**src/rtl/sclRateGen_pkg.sv**
```systemverilog
package sclRateGen_pkg;

  typedef enum logic [1:0] {
    ST_IDLE      = 2'd0,
    ST_LOW       = 2'd1,
    ST_WAIT_HIGH = 2'd2,
    ST_HIGH      = 2'd3
  } sclPhase_e;

  // control-to-datapath strobes
  typedef struct packed {
    logic loadLow;   // capture config, load low count, restart prescaler
    logic loadHigh;  // load high count, restart prescaler
    logic run;       // prescaler and phase counter active
  } sclStrobe_t;

endpackage

```
**src/rtl/sclRateGenDp.sv**
```systemverilog
module sclRateGenDp
  import sclRateGen_pkg::*;
#(
  parameter int CDF_W      = 3,
  parameter int SCGD_W     = 6,
  parameter int F_W        = 4,
  parameter int FIXED_CNT  = 20,
  parameter int SCGD_SHIFT = 3
) (
  input  logic                    clk,
  input  logic                    rstN,
  input  logic [CDF_W+SCGD_W-1:0] clkCtrl,
  input  logic [F_W-1:0]          fComp,
  input  sclStrobe_t              strobe,
  output logic                    tick,
  output logic                    cntLast
);

  localparam int MAX_PERIOD = FIXED_CNT + ((2**SCGD_W - 1) << SCGD_SHIFT) + (2**F_W - 1);
  localparam int CNT_W      = $clog2(MAX_PERIOD + 1);

  logic [CDF_W-1:0]  cdfIn;
  logic [SCGD_W-1:0] scgdIn;
  logic [CNT_W-1:0]  periodNew;
  logic [CNT_W:0]    periodUp;
  logic [CNT_W-1:0]  lowNew;
  logic [CNT_W-1:0]  highNew;

  logic [CDF_W-1:0]  cdfQ;
  logic [CNT_W-1:0]  highQ;
  logic [CNT_W-1:0]  cnt;
  logic [CDF_W-1:0]  preCnt;

  assign cdfIn  = clkCtrl[CDF_W-1:0];
  assign scgdIn = clkCtrl[CDF_W+SCGD_W-1:CDF_W];

  // period length from the presented configuration
  always_comb begin
    periodNew = CNT_W'(FIXED_CNT) + (CNT_W'(scgdIn) << SCGD_SHIFT) + CNT_W'(fComp);
    periodUp  = {1'b0, periodNew} + (CNT_W+1)'(1);
    lowNew    = periodUp[CNT_W:1];
    highNew   = periodNew - lowNew;
  end

  assign tick    = strobe.run && (preCnt == cdfQ);
  assign cntLast = (cnt == CNT_W'(1));

  always_ff @(posedge clk) begin
    if (!rstN) begin
      cdfQ   <= '0;
      highQ  <= '0;
      cnt    <= '0;
      preCnt <= '0;
    end else if (strobe.loadLow) begin
      cdfQ   <= cdfIn;
      highQ  <= highNew;
      cnt    <= lowNew;
      preCnt <= '0;
    end else if (strobe.loadHigh) begin
      cnt    <= highQ;
      preCnt <= '0;
    end else if (tick) begin
      preCnt <= '0;
      cnt    <= cnt - CNT_W'(1);
    end else if (strobe.run) begin
      preCnt <= preCnt + CDF_W'(1);
    end
  end

  // prescaler never passes the captured pre-divider value
  assert_prescale_bound_R9: assert property (@(posedge clk) disable iff (!rstN)
    preCnt <= cdfQ);

  // phase counter is never empty while a phase is being timed
  assert_count_live_R3: assert property (@(posedge clk) disable iff (!rstN)
    strobe.run |-> (cnt != '0));

endmodule

```
**src/rtl/sclRateGenCtl.sv**
```systemverilog
module sclRateGenCtl
  import sclRateGen_pkg::*;
(
  input  logic       clk,
  input  logic       rstN,
  input  logic       busReq,
  input  logic       sclIn,
  input  logic       tick,
  input  logic       cntLast,
  output sclStrobe_t strobe,
  output logic       sclDriveLow,
  output logic       lowStart,
  output logic       highStart
);

  sclPhase_e state;
  sclPhase_e stateNxt;
  logic      sclSampled;
  logic      lowStartQ;
  logic      highStartQ;
  logic      phaseDone;

  assign phaseDone = tick && cntLast;

  always_comb begin
    stateNxt = state;
    strobe   = '0;
    strobe.run = (state == ST_LOW) || (state == ST_HIGH);
    case (state)
      ST_IDLE: begin
        if (busReq) begin
          strobe.loadLow = 1'b1;
          stateNxt       = ST_LOW;
        end
      end
      ST_LOW: begin
        if (phaseDone) stateNxt = ST_WAIT_HIGH;
      end
      ST_WAIT_HIGH: begin
        if (sclSampled) begin
          strobe.loadHigh = 1'b1;
          stateNxt        = ST_HIGH;
        end
      end
      ST_HIGH: begin
        if (phaseDone) begin
          if (busReq) begin
            strobe.loadLow = 1'b1;
            stateNxt       = ST_LOW;
          end else begin
            stateNxt = ST_IDLE;
          end
        end
      end
      default: stateNxt = ST_IDLE;
    endcase
  end

  always_ff @(posedge clk) begin
    if (!rstN) begin
      state      <= ST_IDLE;
      sclSampled <= 1'b0;
      lowStartQ  <= 1'b0;
      highStartQ <= 1'b0;
    end else begin
      state      <= stateNxt;
      sclSampled <= sclIn;
      lowStartQ  <= strobe.loadLow;
      highStartQ <= strobe.loadHigh;
    end
  end

  assign sclDriveLow = (state == ST_LOW);
  assign lowStart    = lowStartQ;
  assign highStart   = highStartQ;

  assert_low_start_align_R8: assert property (@(posedge clk) disable iff (!rstN)
    lowStart |-> sclDriveLow);

  assert_low_rise_pulse_R8: assert property (@(posedge clk) disable iff (!rstN)
    $rose(sclDriveLow) |-> lowStart);

  assert_high_released_R8: assert property (@(posedge clk) disable iff (!rstN)
    highStart |-> !sclDriveLow);

  assert_high_after_line_R5: assert property (@(posedge clk) disable iff (!rstN)
    highStart |-> $past(sclIn, 2));

  assert_start_needs_req_R7: assert property (@(posedge clk) disable iff (!rstN)
    $rose(sclDriveLow) |-> $past(busReq));

endmodule

```
**src/rtl/sclRateGen.sv**
```systemverilog
module sclRateGen
  import sclRateGen_pkg::*;
#(
  parameter int CDF_W      = 3,
  parameter int SCGD_W     = 6,
  parameter int F_W        = 4,
  parameter int FIXED_CNT  = 20,
  parameter int SCGD_SHIFT = 3
) (
  input  logic                    clk,
  input  logic                    rstN,
  input  logic                    busReq,
  input  logic [CDF_W+SCGD_W-1:0] clkCtrl,
  input  logic [F_W-1:0]          fComp,
  input  logic                    sclIn,
  output logic                    sclDriveLow,
  output logic                    lowStart,
  output logic                    highStart
);

  sclStrobe_t strobe;
  logic       tick;
  logic       cntLast;

  sclRateGenCtl u_ctl (
    .clk         (clk),
    .rstN        (rstN),
    .busReq      (busReq),
    .sclIn       (sclIn),
    .tick        (tick),
    .cntLast     (cntLast),
    .strobe      (strobe),
    .sclDriveLow (sclDriveLow),
    .lowStart    (lowStart),
    .highStart   (highStart)
  );

  sclRateGenDp #(
    .CDF_W      (CDF_W),
    .SCGD_W     (SCGD_W),
    .F_W        (F_W),
    .FIXED_CNT  (FIXED_CNT),
    .SCGD_SHIFT (SCGD_SHIFT)
  ) u_dp (
    .clk     (clk),
    .rstN    (rstN),
    .clkCtrl (clkCtrl),
    .fComp   (fComp),
    .strobe  (strobe),
    .tick    (tick),
    .cntLast (cntLast)
  );

endmodule

```
**config.mk**
```make
export PLATFORM = sky130hd
export DESIGN_NAME = sclRateGen
export DESIGN_NICKNAME = d
export VERILOG_FILES = /design/src/rtl/sclRateGen_pkg.sv /design/src/rtl/sclRateGenDp.sv /design/src/rtl/sclRateGenCtl.sv /design/src/rtl/sclRateGen.sv
export SDC_FILE = /design/constraint.sdc
export NUM_CORES = 1
export LEC_CHECK = 0
export BUFFER_PORTS_ARGS = -buffer_cell sky130_fd_sc_hd__buf_2
export CAP_MARGIN = 20
export CORE_MARGIN = 4
export CORE_UTILIZATION = 45
export DETAILED_ROUTE_END_ITERATION = 16
export SETUP_SLACK_MARGIN = 0.2
export SLEW_MARGIN = 25
export SYNTH_ARGS = -nofsm -noshare
export SYNTH_HDL_FRONTEND = slang
export SYNTH_SLANG_ARGS = --single-unit
```
**constraint.sdc**
```tcl
create_clock -name clk -period 5.8 [get_ports clk]
set_clock_uncertainty 0.05 [all_clocks]
set_input_delay 0.58 -clock clk [delete_from_list [all_inputs] [get_ports clk]]
set_output_delay 0.58 -clock clk [all_outputs]
set_load 0.005 [all_outputs]
```
# --- After elaboration in Yosys (flattened, before gate mapping) ---
# Index checks and enable logic that the tools add are counted.
totals:
  reg_bits: 31
  inputBits: 17
  out_inout_bits: 3
  elab_cells: 45
classes:
  add_sub_neg: 6
  eq_ne: 9
  muxes: 14
  bitwise_logic: 1
  n_reduce_logical: 7
op_table:
  columns: ["operator", "count"]
  rows:
  - ["10-bit two-way mux", 3]
  - ["10-bit by 1-bit adder with 11-bit output, second input constant", 1]
  - ["10-bit by 4-bit adder with 10-bit output", 1]
  - ["5-bit by 9-bit adder with 10-bit output, first input constant", 1]
  - ["10-bit by 1-bit equality test with 1-bit output, second input constant", 1]
  - ["10-bit by 1-bit subtractor with 10-bit output, second input constant", 1]
  - ["10-bit subtractor", 1]
  - ["2-bit two-way mux", 4]
  - ["2-bit case mux with 4 select lines", 1]
  - ["2-bit by 1-bit inequality test with 1-bit output, second input constant", 3]
  - ["1-bit two-way mux", 5]
  - ["2-bit equality test, second input constant", 2]
  - ["4-bit AND reduction", 1]
  - ["4-bit OR reduction", 1]
  - ["3-bit by 1-bit adder with 3-bit output, second input constant", 1]
  - ["3-bit equality test", 1]
  - ["3-bit nonzero test", 1]
  - ["2-bit by 1-bit equality test with 1-bit output, second input constant", 1]
  - ["1-bit logical AND", 2]
  - ["2-bit zero test", 1]
  - ["2-bit inequality test, second input constant", 1]
  - ["1-bit case mux with 2 select lines", 1]
  - ["1-bit logical OR", 1]
  - ["1-bit inverter", 1]

# --- Longest topological paths before layout ---
logic_depth:
  ltp_word: 7
  depth_mapped: 15

# --- Hierarchy ---
# Synthesis repeated with hierarchy kept, for this count alone.
hier_totals:
  hier_cells: 287
  area_unflattened_um2: 2366.0
modules_own_cells:
  columns: ["mod", "instances", "cells_per_inst", "area_each_um2", "seq_area_each_um2"]
  rows:
  - ["sclRateGenDp", 1, 255, 2055.7, 520.5]
  - ["sclRateGenCtl", 1, 32, 310.3, 100.1]

# --- Worst setup path after synthesis ---
# Ideal clock, no wire load.
synth_timing:
  path_type: "input port to flip-flop"
  start: "in clkCtrl[3]"
  end: "reg u_dp.highQ[7]"
  setup_ns: 0.074
  arrival_time_ns: 3.465
  slack_ns: 2.211
  path_stages: 14
  path_cell_list: "fa_1 xor2_2 inv_1 nand3_1 or2_1 clkbuf_1 xnor2_1 ha_1 nor2_1 nor2_1 o41ai_4 a311o_1 or3b_1 a31oi_1"
synth_between:
  elab_chain_cells: 4
synth_lines:
  columns: ["element", "line_no", "text"]
  rows:
  - ["from (decl)", "sclRateGen.sv:13", "input logic [CDF_W+SCGD_W-1:0] clkCtrl,"]
  - ["5-bit by 9-bit adder with 10-bit output (*)", "sclRateGenDp.sv:39", "periodNew = CNT_W'(FIXED_CNT) + (CNT_W'(scgdIn) << SCGD_SHIFT) + CNT_W'(fComp);"]
  - ["10-bit by 4-bit adder with 10-bit output (*)", "sclRateGenDp.sv:39", null]
  - ["10-bit by 1-bit adder with 11-bit output", "sclRateGenDp.sv:40", "periodUp = {1'b0, periodNew} + (CNT_W+1)'(1);"]
  - ["10-bit subtractor (*)", "sclRateGenDp.sv:42", "highNew = periodNew - lowNew;"]
  - ["to (signal assigned)", "sclRateGenDp.sv:56", "highQ <= highNew;"]
  - ["to (decl)", "sclRateGenDp.sv:30", "logic [CNT_W-1:0] highQ;"]
# Every way passes the cells marked *; elsewhere a longest branch is shown, timed or not.
# A chain may end at the register's enable or synchronous reset.

# --- Worst setup path in the final report ---
# Ends and elaborated chain as after synthesis.

==> qor.txt <==
Final HPWL DP = 4080 um
fraction of the yosys area taken by sequential cells = 25.0%
Worst-Skew Late Latency = 0.28 ns
die height = 82.2 um
DRT antenna net count = 0
WHS = 0.405 ns
flop-to-flop setup slack = 2.99 ns
H-Tree Depth = 2
worst r2r src = u_ctl.state[1]
ranking of synthesized cells by area = dfxtp_1 25%, ha_1 9.1%, xnor2_1 6.0%
CP Capture Type = flip-flop
Final Max Tran Viols = 0
outcome = completed
total design power = 1.10 mW
clk buf depth = 2
drt drc = 0
cts repair resizes = 0
via count = 2094
Netlist Area Pre-Place = 2480 um2
crit start category = input port
maxcap violations = 0
post-synth net total = 335
Crit. Startpoint = clkCtrl[3]
post-synthesis async set-or-reset flop share = 0%
Total Neg Setup Slack = 0 ns
Layout Cell Area excl Fill = 2680 um2
Hold-fix buffers, CTS = 0
final setup vio count = 0
multi-input logic area = 1730 um2
depth of the most critical reg-to-reg path = 8
IO Pins = 20
Synth Warn # = 0
Unique masters post-synth = 62
Max VDD drop = 0.146 mV
crit path to = u_dp.highQ[7]
Hold WC Path Type = flip-flop to flip-flop
Die X = 82.2 um
Mean Syn Cell Area = 8.32 um2
TritonCTS buffer count = 5
Area Growth Syn to Fin = 8.22%
register area = 621 um2
routability congestion estimate = 0.791
worst path required time = 5.96 ns
detailed-route wire length = 5310 um
# fillers = 541
dpl cell area = 2590 um2
GR Util All Layers = 17.7%
CTS tree = done
most frequent cells in the layout = 32 x nand2_1, 31 x nor2_1, 31 x dfxtp_1, 19 x buf_2, 18 x ha_1
Initial Utilization = 47.3%
Fin. Hold Viols = 0
CP max FO = 6
register bit total from synthesis = 31
relative slew slack = 47.0%
pwr dens = 410 nW/um2
post-synthesis cell count = 298
Top FF cell, synth = dfxtp_1
Post-CTS Setup Inserts = 0
global route total overflow = 0
vias in the first global route = 2020
number of flops mapped to enable cells by yosys = 0
largest net degree at the start of global routing = 28
Worst Max-Slew Pin Slew = 0.790 ns
ANT cells = 0
Max Fclk = 274 MHz
average wire per standard cell = 13.8 um
leading area contributor after synthesis = dfxtp_1
# clock sinks = 31
Synth top area share = 25.0%
row count = 26
commonest non-fill, non-tap cell in the layout = nand2_1
RSZ-0062 raised after global routing = false
fin crit share = 63.0%
CTS root buf = clkbuf_8
fin nets = 351
Port Buffers = 19
P_leak = 1.14 nW
post-layout min period = 3.65 ns
r2r endpoint = u_dp.highQ[9]
worst setup path class = input port to flip-flop
initial antenna violation count = 0
Pre-antenna DRT Iters = 6
die area = 6760 um2
CORE AREA = 5240 um2
first-pass GRT wire length = 9250 um
Worst-path clk slew = 0.06 ns
initial drt markers = 78
WP data arrival = 3.81 ns
vias per cell = 5.45
layout cells sized above 1 = 11.8%
==> how the worst min path moves through the flow <==
stage	depth (start not counted)	startpoint	end	slack [ns]
final	2	u_dp.highQ[0]	u_dp.highQ[0]	0.41
after global routing	2	u_dp.highQ[0]	u_dp.highQ[0]	0.44
after CTS	2	u_dp.highQ[0]	u_dp.highQ[0]	0.41
after detailed placement	2	u_dp.highQ[0]	u_dp.highQ[0]	0.40
after global placement	2	u_dp.highQ[4]	u_dp.highQ[4]	0.39
after floorplan	2	u_dp.highQ[4]	u_dp.highQ[4]	0.38
==> synthesized netlist by cell type (3+ instances only) <==
cell type,number
o211a_1,5
clkbuf_1,5
inv_1,16
nand2_1,32
dfxtp_1,31
xor2_1,12
and3_1,5
nand3_1,8
xnor2_1,17
a21boi_0,3
o21ai_0,12
o21a_1,8
nor4_1,3
a31oi_1,3
nor2_1,31
ha_1,18
a21oi_1,13
nor3_1,7
a211oi_1,9
and2_1,4
nand2b_1,5
o211ai_1,4
==> area by class of cell <==
| cell class | instances | area share (%) |
|---|---|---|
| clock inverter | 1 | 0.186 |
| inverter | 16 | 2.24 |
| timing repair buffer | 19 | 3.54 |
| clock buffer | 6 | 3.08 |
| tap | 70 | 3.26 |
| sequential | 31 | 23.1 |
| multi-input combinational | 241 | 64.6 |
==> layer usage <==
metal | global-route usage [%] | vias to the layer above | routed length [um]
li1 | - | 1096 | -
met1 | 23.3 | 946 | 2590
met2 | 29.0 | 46 | 2430
met3 | 2.28 | 6 | 199
met4 | 6.98 | 0 | 87
met5 | 0 | - | 0
==> state kept, by name, indices dropped and copies added, names as in the netlist <==
| register | count |
|---|---|
| u_dp.cnt | 10 |
| u_dp.highQ | 10 |
| u_dp.cdfQ | 3 |
| u_dp.preCnt | 3 |
| u_ctl.state | 2 |
| u_ctl.highStart | 1 |
| u_ctl.lowStart | 1 |
| u_ctl.sclSampled | 1 |
==> per-stage QoR <==
stage / util [%] / instances / worst slack [ns]
after global routing: 51.2 / 384 / 1.93
final: 51.2 / 384 / 2.15
after floorplan: - / 298 / 2.21
after global placement: 49.4 / 377 / 1.93
after CTS: 51.1 / 384 / 2.14
after detailed placement: 49.4 / 377 / 1.87
==> worst max-delay path: stages <==
cell and delay, ns:
buf_2 0.12, fa_1 0.52, xor2_2 0.24, inv_1 0.10, nand3_1 0.09, or2_1 0.30
xnor2_1 0.23, ha_1 0.29, nor2_1 0.09, nor2_1 0.19, o41ai_4 0.14, a311o_1 0.39
or3b_1 0.36, a31oi_1 0.16
==> where the power goes <==
part	switching (mW)	internal, mW	leakage (nW)	total [mW]
registers	0.0536	0.289	0.254	0.343
logic	0.331	0.255	0.835	0.586
clock network	0.0783	0.0929	0.0470	0.171
total	0.463	0.637	1.14	1.10
==> logic make-up (layout without fill, tap and decap cells) <==
kind of cell	count (synthesis)	count (layout)	share of synthesized area, %
adders and majority gates	20	20	10.7
and+or+nand+nor	110	110	22.1
buffers and inverters	26	42	5.40
muxes	1	1	0.404
DFF	31	31	25.0
xor gates and xnor gates	32	32	12.7
AOI/OAI and AO/OA	78	78	23.7
Note: power is estimated with default switching activity, not from simulation.
